`src/rtl/exec_pkg.sv`:
```
package exec_pkg;

  localparam logic [3:0] OPC_BR   = 4'h0;
  localparam logic [3:0] OPC_ADD  = 4'h1;
  localparam logic [3:0] OPC_LD   = 4'h2;
  localparam logic [3:0] OPC_ST   = 4'h3;
  localparam logic [3:0] OPC_JSR  = 4'h4;
  localparam logic [3:0] OPC_AND  = 4'h5;
  localparam logic [3:0] OPC_LDR  = 4'h6;
  localparam logic [3:0] OPC_STR  = 4'h7;
  localparam logic [3:0] OPC_NOT  = 4'h9;
  localparam logic [3:0] OPC_LDI  = 4'hA;
  localparam logic [3:0] OPC_STI  = 4'hB;
  localparam logic [3:0] OPC_JMP  = 4'hC;
  localparam logic [3:0] OPC_LEA  = 4'hE;
  localparam logic [3:0] OPC_TRAP = 4'hF;

  typedef enum logic [1:0] {
    ALU_ADD = 2'd0,
    ALU_AND = 2'd1,
    ALU_NOT = 2'd2
  } alu_op_e;

  typedef enum logic [1:0] {
    BASE_NPC  = 2'd0,
    BASE_REG  = 2'd1,
    BASE_ZERO = 2'd2
  } base_sel_e;

  typedef enum logic [2:0] {
    OFF_NONE = 3'd0,
    OFF_6    = 3'd1,
    OFF_9    = 3'd2,
    OFF_11   = 3'd3,
    OFF_VEC  = 3'd4
  } off_sel_e;

  typedef struct packed {
    alu_op_e   alu_op;
    logic      op2_imm;
    logic      alu_wr;
    base_sel_e base;
    off_sel_e  off;
  } exec_ctl_t;

endpackage

```
`src/rtl/exec_decode.sv`:
```
module exec_decode
  import exec_pkg::*;
(
  input  logic [3:0] opcode,
  input  logic       link_bit,
  input  logic       imm_bit,
  output exec_ctl_t  ctl
);

  always_comb begin
    ctl         = '0;
    ctl.alu_op  = ALU_ADD;
    ctl.op2_imm = 1'b0;
    ctl.alu_wr  = 1'b0;
    ctl.base    = BASE_NPC;
    ctl.off     = OFF_NONE;
    case (opcode)
      OPC_ADD: begin
        ctl.alu_op  = ALU_ADD;
        ctl.op2_imm = imm_bit;
        ctl.alu_wr  = 1'b1;
      end
      OPC_AND: begin
        ctl.alu_op  = ALU_AND;
        ctl.op2_imm = imm_bit;
        ctl.alu_wr  = 1'b1;
      end
      OPC_NOT: begin
        ctl.alu_op = ALU_NOT;
        ctl.alu_wr = 1'b1;
      end
      OPC_BR, OPC_LD, OPC_ST, OPC_LDI, OPC_STI, OPC_LEA: begin
        ctl.base = BASE_NPC;
        ctl.off  = OFF_9;
      end
      OPC_JSR: begin
        if (link_bit) begin
          ctl.base = BASE_NPC;
          ctl.off  = OFF_11;
        end else begin
          ctl.base = BASE_REG;
          ctl.off  = OFF_NONE;
        end
      end
      OPC_LDR, OPC_STR: begin
        ctl.base = BASE_REG;
        ctl.off  = OFF_6;
      end
      OPC_JMP: begin
        ctl.base = BASE_REG;
        ctl.off  = OFF_NONE;
      end
      OPC_TRAP: begin
        ctl.base = BASE_ZERO;
        ctl.off  = OFF_VEC;
      end
      default: begin
        ctl.base = BASE_NPC;
        ctl.off  = OFF_NONE;
      end
    endcase
  end

endmodule

```
`src/rtl/exec_ext.sv`:
```
module exec_ext
  import exec_pkg::*;
#(
  parameter int DATA_W = 16
) (
  input  logic [10:0]       field,
  input  off_sel_e          sel,
  output logic [DATA_W-1:0] imm5_x,
  output logic [DATA_W-1:0] off_x
);

  localparam int NUM_SX = 4;
  localparam int VEC_W  = 8;

  logic [DATA_W-1:0] sx [NUM_SX];

  // signed fields of width 5, 6, 9 and 11 bits, all anchored at bit 0
  for (genvar g = 0; g < NUM_SX; g++) begin : g_sx
    localparam int FW = (g == 0) ? 5 : (g == 1) ? 6 : (g == 2) ? 9 : 11;
    assign sx[g] = {{(DATA_W-FW){field[FW-1]}}, field[FW-1:0]};
  end

  assign imm5_x = sx[0];

  always_comb begin
    case (sel)
      OFF_6:   off_x = sx[1];
      OFF_9:   off_x = sx[2];
      OFF_11:  off_x = sx[3];
      OFF_VEC: off_x = {{(DATA_W-VEC_W){1'b0}}, field[VEC_W-1:0]};
      default: off_x = '0;
    endcase
  end

endmodule

```
`src/rtl/exec_alu.sv`:
```
module exec_alu
  import exec_pkg::*;
#(
  parameter int DATA_W = 16
) (
  input  logic [DATA_W-1:0] a,
  input  logic [DATA_W-1:0] b,
  input  alu_op_e           op,
  output logic [DATA_W-1:0] y
);

  always_comb begin
    case (op)
      ALU_AND: y = a & b;
      ALU_NOT: y = ~a;
      default: y = a + b;
    endcase
  end

endmodule

```
`src/rtl/exec_stage.sv`:
```
module exec_stage
  import exec_pkg::*;
#(
  parameter int DATA_W = 16,
  parameter int IR_W   = 16
) (
  input  logic              clk,
  input  logic              rst_n,
  input  logic              in_valid,
  output logic              in_ready,
  input  logic [IR_W-1:0]   ir,
  input  logic [DATA_W-1:0] vsr1,
  input  logic [DATA_W-1:0] vsr2,
  input  logic [DATA_W-1:0] npc,
  output logic              out_valid,
  input  logic              out_ready,
  output logic [DATA_W-1:0] aluout,
  output logic [DATA_W-1:0] pcout
);

  localparam int OPC_W   = 4;
  localparam int LINK_B  = 11;
  localparam int IMM_B   = 5;
  localparam int FIELD_W = 11;

  exec_ctl_t         ctl;
  logic [DATA_W-1:0] imm5_x;
  logic [DATA_W-1:0] off_x;
  logic [DATA_W-1:0] op2;
  logic [DATA_W-1:0] alu_y;
  logic [DATA_W-1:0] base;
  logic [DATA_W-1:0] target;
  logic              take;

  exec_decode u_dec (
    .opcode   (ir[IR_W-1 -: OPC_W]),
    .link_bit (ir[LINK_B]),
    .imm_bit  (ir[IMM_B]),
    .ctl      (ctl)
  );

  exec_ext #(.DATA_W(DATA_W)) u_ext (
    .field  (ir[FIELD_W-1:0]),
    .sel    (ctl.off),
    .imm5_x (imm5_x),
    .off_x  (off_x)
  );

  assign op2 = ctl.op2_imm ? imm5_x : vsr2;

  exec_alu #(.DATA_W(DATA_W)) u_alu (
    .a  (vsr1),
    .b  (op2),
    .op (ctl.alu_op),
    .y  (alu_y)
  );

  always_comb begin
    case (ctl.base)
      BASE_REG:  base = vsr1;
      BASE_ZERO: base = '0;
      default:   base = npc;
    endcase
  end

  assign target   = base + off_x;
  assign in_ready = !out_valid || out_ready;
  assign take     = in_valid && in_ready;

  always_ff @(posedge clk or negedge rst_n) begin
    if (!rst_n) begin
      out_valid <= 1'b0;
      aluout    <= '0;
      pcout     <= '0;
    end else if (take) begin
      out_valid <= 1'b1;
      pcout     <= target;
      if (ctl.alu_wr) aluout <= alu_y;
    end else if (out_ready) begin
      out_valid <= 1'b0;
    end
  end

endmodule


```
`config.mk`:
```
export PLATFORM = sky130hd
export DESIGN_NAME = exec_stage
export DESIGN_NICKNAME = d
export VERILOG_FILES = /design/src/rtl/exec_pkg.sv /design/src/rtl/exec_decode.sv /design/src/rtl/exec_ext.sv /design/src/rtl/exec_alu.sv /design/src/rtl/exec_stage.sv
export SDC_FILE = /design/constraint.sdc
export NUM_CORES = 1
export LEC_CHECK = 0
export BUFFER_PORTS_ARGS = -buffer_cell sky130_fd_sc_hd__buf_2
export CAP_MARGIN = 5
export CORE_MARGIN = 10
export CORE_UTILIZATION = 50
export CTS_CLUSTER_SIZE = 25
export DETAILED_ROUTE_END_ITERATION = 12
export PLACE_DENSITY_LB_ADDON = 0.2
export SYNTH_ARGS = -nofsm -noshare
export SYNTH_HDL_FRONTEND = slang
export SYNTH_SLANG_ARGS = --single-unit
```
`constraint.sdc`:
```
create_clock -name clk -period 5 [get_ports clk]
set_input_delay 0 -clock clk [delete_from_list [all_inputs] [get_ports clk]]
set_output_delay 0 -clock clk [all_outputs]
set_load 0.05 [all_outputs]
```
==> results.txt, run 1 <==
----------------------------------------------------
[Timing]
  Final Hold Viols ... 0
  Max-slew headroom ... between 30% and 40%
  Number of failing setup endpoints in the final timing report ... 0
  Unrepaired setup endpoints after global routing ... false
  Clock period minus final worst setup slack ... approximately 3.5 ns
  Worst clock skew ... 0.00668 ns
  Final Slew Violations ... 0
  Total negative slack for setup checks ... 0 ns
  Maximum frequency from static timing analysis ... 282 MHz
  Pin slew with the least headroom to its limit ... 1.01 ns
  Final worst path period share ... 70.9%

[Logic synthesis]
  Post-synthesis average cell area ... approximately 7.5 um2
  Flip-flop and latch count after synthesis ... 33
  Top post-synthesis cells by area ... dfrtp_1 22%, ha_1 11%, nand2_1 8.4%, a21oi_1 4.7%, o21ai_0 4.6%
  Most used flip-flop cell after synthesis ... dfrtp_1
  Number of enable flip-flop cells after synthesis ... 0
  Syn. warnings ... 0
  Dominant cell type by area after synthesis ... dfrtp_1
  Share of synthesized area occupied by flip-flops and latches ... 22.3%
  Synthesized area ... 3700 um2
  Area share of the largest cell type after synthesis ... 22.3%
  Syn Nets ... 595
  Number of instances in the synthesized netlist ... 491
  Commonest cells in the synthesized netlist ... 83 x nand2_1, 35 x a21oi_1, 34 x ha_1, 34 x o21ai_0, 33 x dfrtp_1
  Leading cell type by number of instances after synthesis ... nand2_1
  Cell variety after synth ... 56
  Post-synth ARST share ... 100%

[Clock tree]
  TritonCTS Sinks ... 33
  Number of buffers added by the clock tree synthesis step ... 5
  H-Tree Level Count ... 2
  CTS Root Cell ... clkbuf_8
  Clk slew on worst S/H paths ... 0.07 ns
  Maximum buffer depth of the clock tree ... 2
  CTS tree ... done
  Clk Latency, worst-skew pair ... 0.30 ns

[Final layout]
  Antenna cells ... 0
  Share of cells above drive strength 1 ... between 20% and 30%
  Layout-stage area growth over the synthesis result ... 17.5%
  Final nets ... 683

[Die]
  Row Count ... 31
  Total I/O pin count ... 102
  Starting utilization of the core area ... 51.3%
  Full die area ... 11200 um2
  Y dimension of the die ... 106 um
  Overall die width ... 106 um
  Core Region ... between 7000 and 8000 um2

[Pwr]
  Pint ... 0.677 mW
  Fraction of power consumed by the clock network ... 15.6%
  Max VDD drop ... 0.000178 V
  Leakage power summed over all cells ... 2.19 nW
  PwrDens ... 308 nW/um2
  Seq pwr share ... between 20 and 30%
  Reported net switching power ... 0.661 mW
  Comb pwr share ... a little under three fifths
  Switch share ... 49.4%
  Overall power after layout ... 1.34 mW

[Setup path]
  Worst R2R Setup Slack ... approximately 2.4 ns
  Dominant delay contributor by cell family on the critical path ... compound AO/OA/AOI/OAI gates
  Largest fanout on the critical path ... 23
  Arrival time of data at the critical path endpoint ... 3.68 ns
  Critical Setup Path Class ... primary input to register
  Startpoint Class ... primary input
  Endpoint kind of the worst setup timing path ... register
  Capture instance of the worst register-to-register path ... aluout[9]
  CP Buf/Inv Count ... 2
  Cell breakdown of the critical path ... buf_2 -> inv_1 -> a211oi_1 -> a21oi_1 -> nor2b_1 -> ha_1 -> nor2b_1 -> a22o_1 -> ha_1 -> o21ai_0 -> o21ai_1 -> and3_1 -> o41ai_1 -> xor2_1 -> o21ai_0
  Worst-case reg-to-reg path depth ... 5
  Reg-to-reg startpoint ... out_valid
  Required time of the critical path ... around 5.1 ns
  Max stage delay on crit path ... approximately 0.60 ns
  Slowest cell on crit path ... nor2b_1

[Detailed routing]
  Detailed router's first-iteration violation count ... 215
  Number of iterations in the first detailed-routing pass ... 5
  Vias per cell ... 5.81
  Count of nets left with antenna violations after detail routing ... 0
  Via total after detailed routing ... 3940
  Post-DR wirelength/cell ... 16.6 um
  Total detailed-routing wirelength ... 11300 um
  DRC violation count after routing ... 0

[Flow run]
  Max capacitance violation total ... 0

[Hold path]
  Count of cells along the worst hold path ... 3
  Launch instance of the worst min-delay path ... out_ready
  End point of the most critical hold path ... out_valid
  Worst min-delay path class ... primary input to register

[Placement]
  Last weighted congestion value of the routability-driven placer ... approximately 0.91
  Port Buffer Count ... between 100 and 150
  Placed wire-length estimate after detailed placement ... 8940 um

[GRT]
  Pin count of the biggest net entering global routing ... 35
  GR met1 Demand/Resource ... between 20% and 30%
  Global-route track usage on met2 ... between 30% and 40%
  Global-route wire length before repair ... between 15000 and 20000 um
  Met3 track demand over resource in global routing ... roughly 4.2%
  Antenna violations before repair ... 0
  Overflow left after global routing ... 0
  GR peak layer ... met2
  Vias in the first global route ... 3798
  Total track usage ... approximately a fifth

[Outcome]
  Result of the run ... finished clean

----------------------------------------------------
==> power by group through the flow <==
stage / Sequential (mW) / Clock, mW / Combinational, mW
final: 0.372 / 0.209 / 0.756
after global placement: 0.375 / 0 / 0.745
after global routing: 0.382 / 0.225 / 0.819
after CTS: 0.374 / 0.214 / 0.757
after floorplan: 0.634 / 0 / 0.307
after detailed placement: 0.379 / 0 / 0.753
==> routing by layer <==
metal	share of wire, %	wire length, um	vias to the layer above
li1	-	-	1961
met4	2.2	253	0
met3	6.7	756	22
met5	0	0	-
met1	42	4740	1818
met2	49	5540	139
==> kinds of logic (layout without fill, tap and decap cells) <==
| family | count (synthesis) | after routing | synth area share [%] |
|---|---|---|---|
| and+or+nand+nor | 186 | 186 | 24.2 |
| AOI/OAI and AO/OA | 165 | 165 | 30.1 |
| buffers and inverters | 50 | 138 | 5.38 |
| adders and majority gates | 36 | 36 | 12.6 |
| DFF | 33 | 33 | 22.3 |
| xor gates and xnor gates | 12 | 12 | 2.84 |
| muxes | 9 | 9 | 2.64 |
==> metrics by stage <==
step	setup WS (ns)	hold slack (ns)	util, %	area, um2	std cells
6_report	1.46	0.0212	60.2	4350	678
5_1_grt	1.03	0.0532	60.2	4350	678
4_1_cts	1.47	0.0248	60.2	4350	678
3_5_place_dp	1.20	0.128	58.8	4240	669
3_3_place_gp	1.33	0.122	58.8	4240	669
2_1_floorplan	1.99	-0.296	-	3700	491
==> worst min-delay path: stages <==
cell and delay [ns]:
buf_2 0.07, nand2b_1 0.14, nand2b_1 0.06
==> state kept, by name (all words and copies together) (netlist names) <==
signal / cells
aluout: 16
pcout: 16
out_valid: 1
==> worst max-delay path by stage <==
| stage | startpoint | endpoint | slack (ns) | cells after the start |
|---|---|---|---|---|
| 2_1_floorplan | ir[13] | pcout[15] | 1.99 | 15 |
| 3_3_place_gp | ir[15] | pcout[11] | 1.33 | 15 |
| 3_5_place_dp | ir[15] | pcout[11] | 1.20 | 15 |
| 4_1_cts | ir[15] | pcout[11] | 1.47 | 15 |
| 5_1_grt | ir[15] | pcout[11] | 1.03 | 15 |
| 6_report | ir[15] | pcout[11] | 1.46 | 15 |
==> cell type report <==
| type | instances | area [um2] |
|---|---|---|
| Fill cell | 703 | 2870 |
| Multi-Input combinational cell | 408 | 2680 |
| Sequential cell | 33 | 826 |
| Timing Repair Buffer | 104 | 533 |
| Tap cell | 99 | 124 |
| Inverter | 27 | 101 |
| Clock buffer | 7 | 86.3 |
==> cell usage in the layout (no fill, tap or decap), types with 8 or more instances in the layout <==
master	instances
a22oi_1	8
ha_1	34
nand2b_1	11
dfrtp_1	33
a21o_1	13
nor2b_1	14
o21ai_0	34
nand3_1	15
inv_1	27
a21oi_1	35
nor3_1	12
o21a_1	8
nand2_1	83
a211oi_1	9
buf_2	101
a22o_1	14
nor2_1	20
==> timing repair <==
item | in CTS | in global routing
hold endpoints to repair | 34 | 0
buffers inserted | 0 | 0
endpoints found under the setup margin | 0 | 0
gates resized for setup | 0 | 0
hold buffers | 2 | 0
Power figures use the tool's default switching activity.
==> run 2, diff against run 1 <==
- CORE_UTILIZATION: 50 -> 49
- clock period: 5 -> 3.2 ns (I/O delays scaled with it)
==> run 2 against run 1 <==
Net effect: worst hold slack improved by 0.0016 ns; critical endpoint unchanged; wire length decreased by 1.3%; via count up 0.56%; cell area increased by 2.9%; highest routed layer unchanged; worst setup slack worse by 1.1 ns.
==> results.txt, run 2 (synthesis gave the netlist of run 1 again) <==
----------------------------------------------------
[Setup path]
  Critical Setup Path Class ... primary input to register
  Reg-to-reg startpoint ... out_valid
  Arrival time of data at the critical path endpoint ... 3.01 ns (-0.67 ns)
  Endpoint kind of the worst setup timing path ... register
  Startpoint Class ... primary input
  Largest fanout on the critical path ... 12 (-48%)
  Required time of the critical path ... 3.34 ns (-1.80 ns)
  Critical path startpoint ... ir[13]

[Timing]
  Total negative slack for setup checks ... 0 ns (unchanged)
  Final setup slack of the worst path ... 0.323 ns (-1.13 ns)
  Maximum frequency from static timing analysis ... 348 MHz
  Unrepaired setup endpoints after global routing ... false
  Worst clock skew ... 0.00734 ns (+0.000660 ns)
  Number of failing setup endpoints in the final timing report ... 0 (unchanged)
  Final Hold Viols ... 0 (unchanged)
  Final Slew Violations ... 0 (unchanged)
  Max-slew headroom ... 32.9% (+0.12 points)
  Post-route worst hold slack ... 0.0228 ns (+0.00165 ns)
  Final worst path period share ... 89.9%
  Clock period minus final worst setup slack ... 2.88 ns
  Pin slew with the least headroom to its limit ... 1.01 ns (-0.00178 ns)

[Pwr]
  Leakage power summed over all cells ... 2.27 nW (+3.7%)
  PwrDens ... 471 nW/um2 (+53%)
  Max VDD drop ... 0.000328 V (+85%)

[Hold path]
  Worst min-delay path class ... primary input to register
  Launch instance of the worst min-delay path ... out_ready

[Clock tree]
  CTS Root Cell ... clkbuf_8
  Number of buffers added by the clock tree synthesis step ... 5 (unchanged)
  Maximum buffer depth of the clock tree ... 2 (unchanged)
  Clk slew on worst S/H paths ... 0.07 ns (about the same)
  Post_cts resized ... 0 (unchanged)
  Clk Latency, worst-skew pair ... 0.29 ns (about the same)
  CTS tree ... done
  H-Tree Level Count ... 2 (unchanged)
  Post-CTS setup-driven buffer insertion count ... 0 (unchanged)
  TritonCTS Sinks ... 33 (unchanged)

[Placement]
  Port Buffer Count ... 101 (unchanged)
  Last weighted congestion value of the routability-driven placer ... 0.891 (-1.9%)
  Placed wire-length estimate after detailed placement ... 8950 um (about the same)
  Worst slack at placement ... 0.0546 ns (-1.15 ns)

[Die]
  Full die area ... 11400 um2 (+1.7%)
  Starting utilization of the core area ... 50.7% (-0.55 points)
  Y dimension of the die ... 107 um (+0.83%)
  Row Count ... 31 (unchanged)
  Core Region ... 7290 um2 (+1.1%)
  Total I/O pin count ... 102 (unchanged)
  Overall die width ... 107 um (+0.83%)

[GRT]
  Antenna violations before repair ... 0 (unchanged)
  Vias in the first global route ... 3862 (+1.7%)
  Overflow left after global routing ... 0 (unchanged)
  Global-route wire length before repair ... 18100 um (about the same)
  Total track usage ... 18.8% (-0.35 points)
  Pin count of the biggest net entering global routing ... 35 (unchanged)

[Final layout]
  Final nets ... 700 (+2.5%)
  Highest-count cells in the layout ignoring fill and taps ... 101 x buf_2, 83 x nand2_1, 35 x a21oi_1, 34 x o21ai_0, 34 x ha_1
  Sequential cell area in the final layout ... 826 um2 (unchanged)
  Largest registers ... aluout: 16 flops, pcout: 16 flops, out_valid: 1 flops
  Most common cell after layout, fill and taps aside ... buf_2
  Share of cells above drive strength 1 ... 22.8% (+2.3 points)
  Antenna cells ... 0 (unchanged)
  Layout-stage area growth over the synthesis result ... 20.9%
  Utilization after layout ... 61.3% (+1.1 points)
  Multi-input combinational cell area ... 2680 um2 (unchanged)
  Fill cells ... 696 (-1.0%)

[Outcome]
  Result of the run ... finished clean

[Detailed routing]
  Top layer reached by signal wires ... met4
  Post-DR wirelength/cell ... 16.0 um (-3.8%)
  Met2 wire length ... 5310 um (-4.0%)
  Number of iterations in the first detailed-routing pass ... 6 (+1)
  Count of nets left with antenna violations after detail routing ... 0 (unchanged)
  DRT met1 WL ... 4750 um (+0.15%)
  Vias per cell ... 5.70 (-1.9%)
  DRC violation count after routing ... 0 (unchanged)
  Total detailed-routing wirelength ... 11100 um (-1.3%)
  Detailed router's first-iteration violation count ... 234 (+8.8%)
  Via total after detailed routing ... 3962 (+0.56%)
  Wire length on met3 ... 824 um (+9.0%)

[Flow run]
  Max capacitance violation total ... 0 (unchanged)

----------------------------------------------------
[run 2: layout make-up]
class / count / area share, %
Sequential cell: 33 / 18.5
Timing Repair Buffer: 121 / 14.8
Tap cell: 99 / 2.77
Multi-Input combinational cell: 408 / 59.8
Clock buffer: 7 / 1.93
Inverter: 27 / 2.27
[run 2: timing repair]
action                                  4_1_cts  5_1_grt
hold endpoints to repair                     34        0
hold buffers                                  2        0
endpoints found under the setup margin        0        0
[run 2: stage by stage]
stage,power [mW],area (um2),cells
after floorplan,1.47,3700,491
after global placement,1.77,4370,686
after detailed placement,1.79,4370,686
after CTS,2.12,4470,695
after global routing,2.25,4470,695
final,2.11,4470,695
[run 2: layer usage]
layer / GRT usage (%) / vias up
met1: 23.3 / 1778
met2: 31.5 / 162
met4: 6.00 / 0
li1: - / 2001
met3: 4.31 / 21
met5: 0 / -
[run 2: report_power, final]
part	internal (mW)	switching, mW	leakage, nW
logic	0.376	0.822	1.82
clock network	0.171	0.154	0.0443
registers	0.529	0.0558	0.404
[run 2: worst paths after layout]
check,to,slack [ns],cells past startpoint
max,pcout[11],0.32,15
max reg2reg,aluout[5],1.07,6
min,out_valid,0.02,3
min in group asynchronous,pcout[13],0.33,2
max in group asynchronous,aluout[3],2.37,2
min reg2reg,pcout[6],0.47,2
[run 2: worst max-delay path: stages]
cell      delay, ns
buf_2          0.13
a211oi_1       0.21
a21oi_1        0.07
nor2b_1        0.14
ha_1           0.28
buf_4          0.19
o21ai_0        0.27
ha_1           0.32
a211oi_2       0.29
o21ai_1        0.14
and3_1         0.22
o41ai_1        0.35
buf_4          0.19
xor2_1         0.13
o21ai_0        0.08
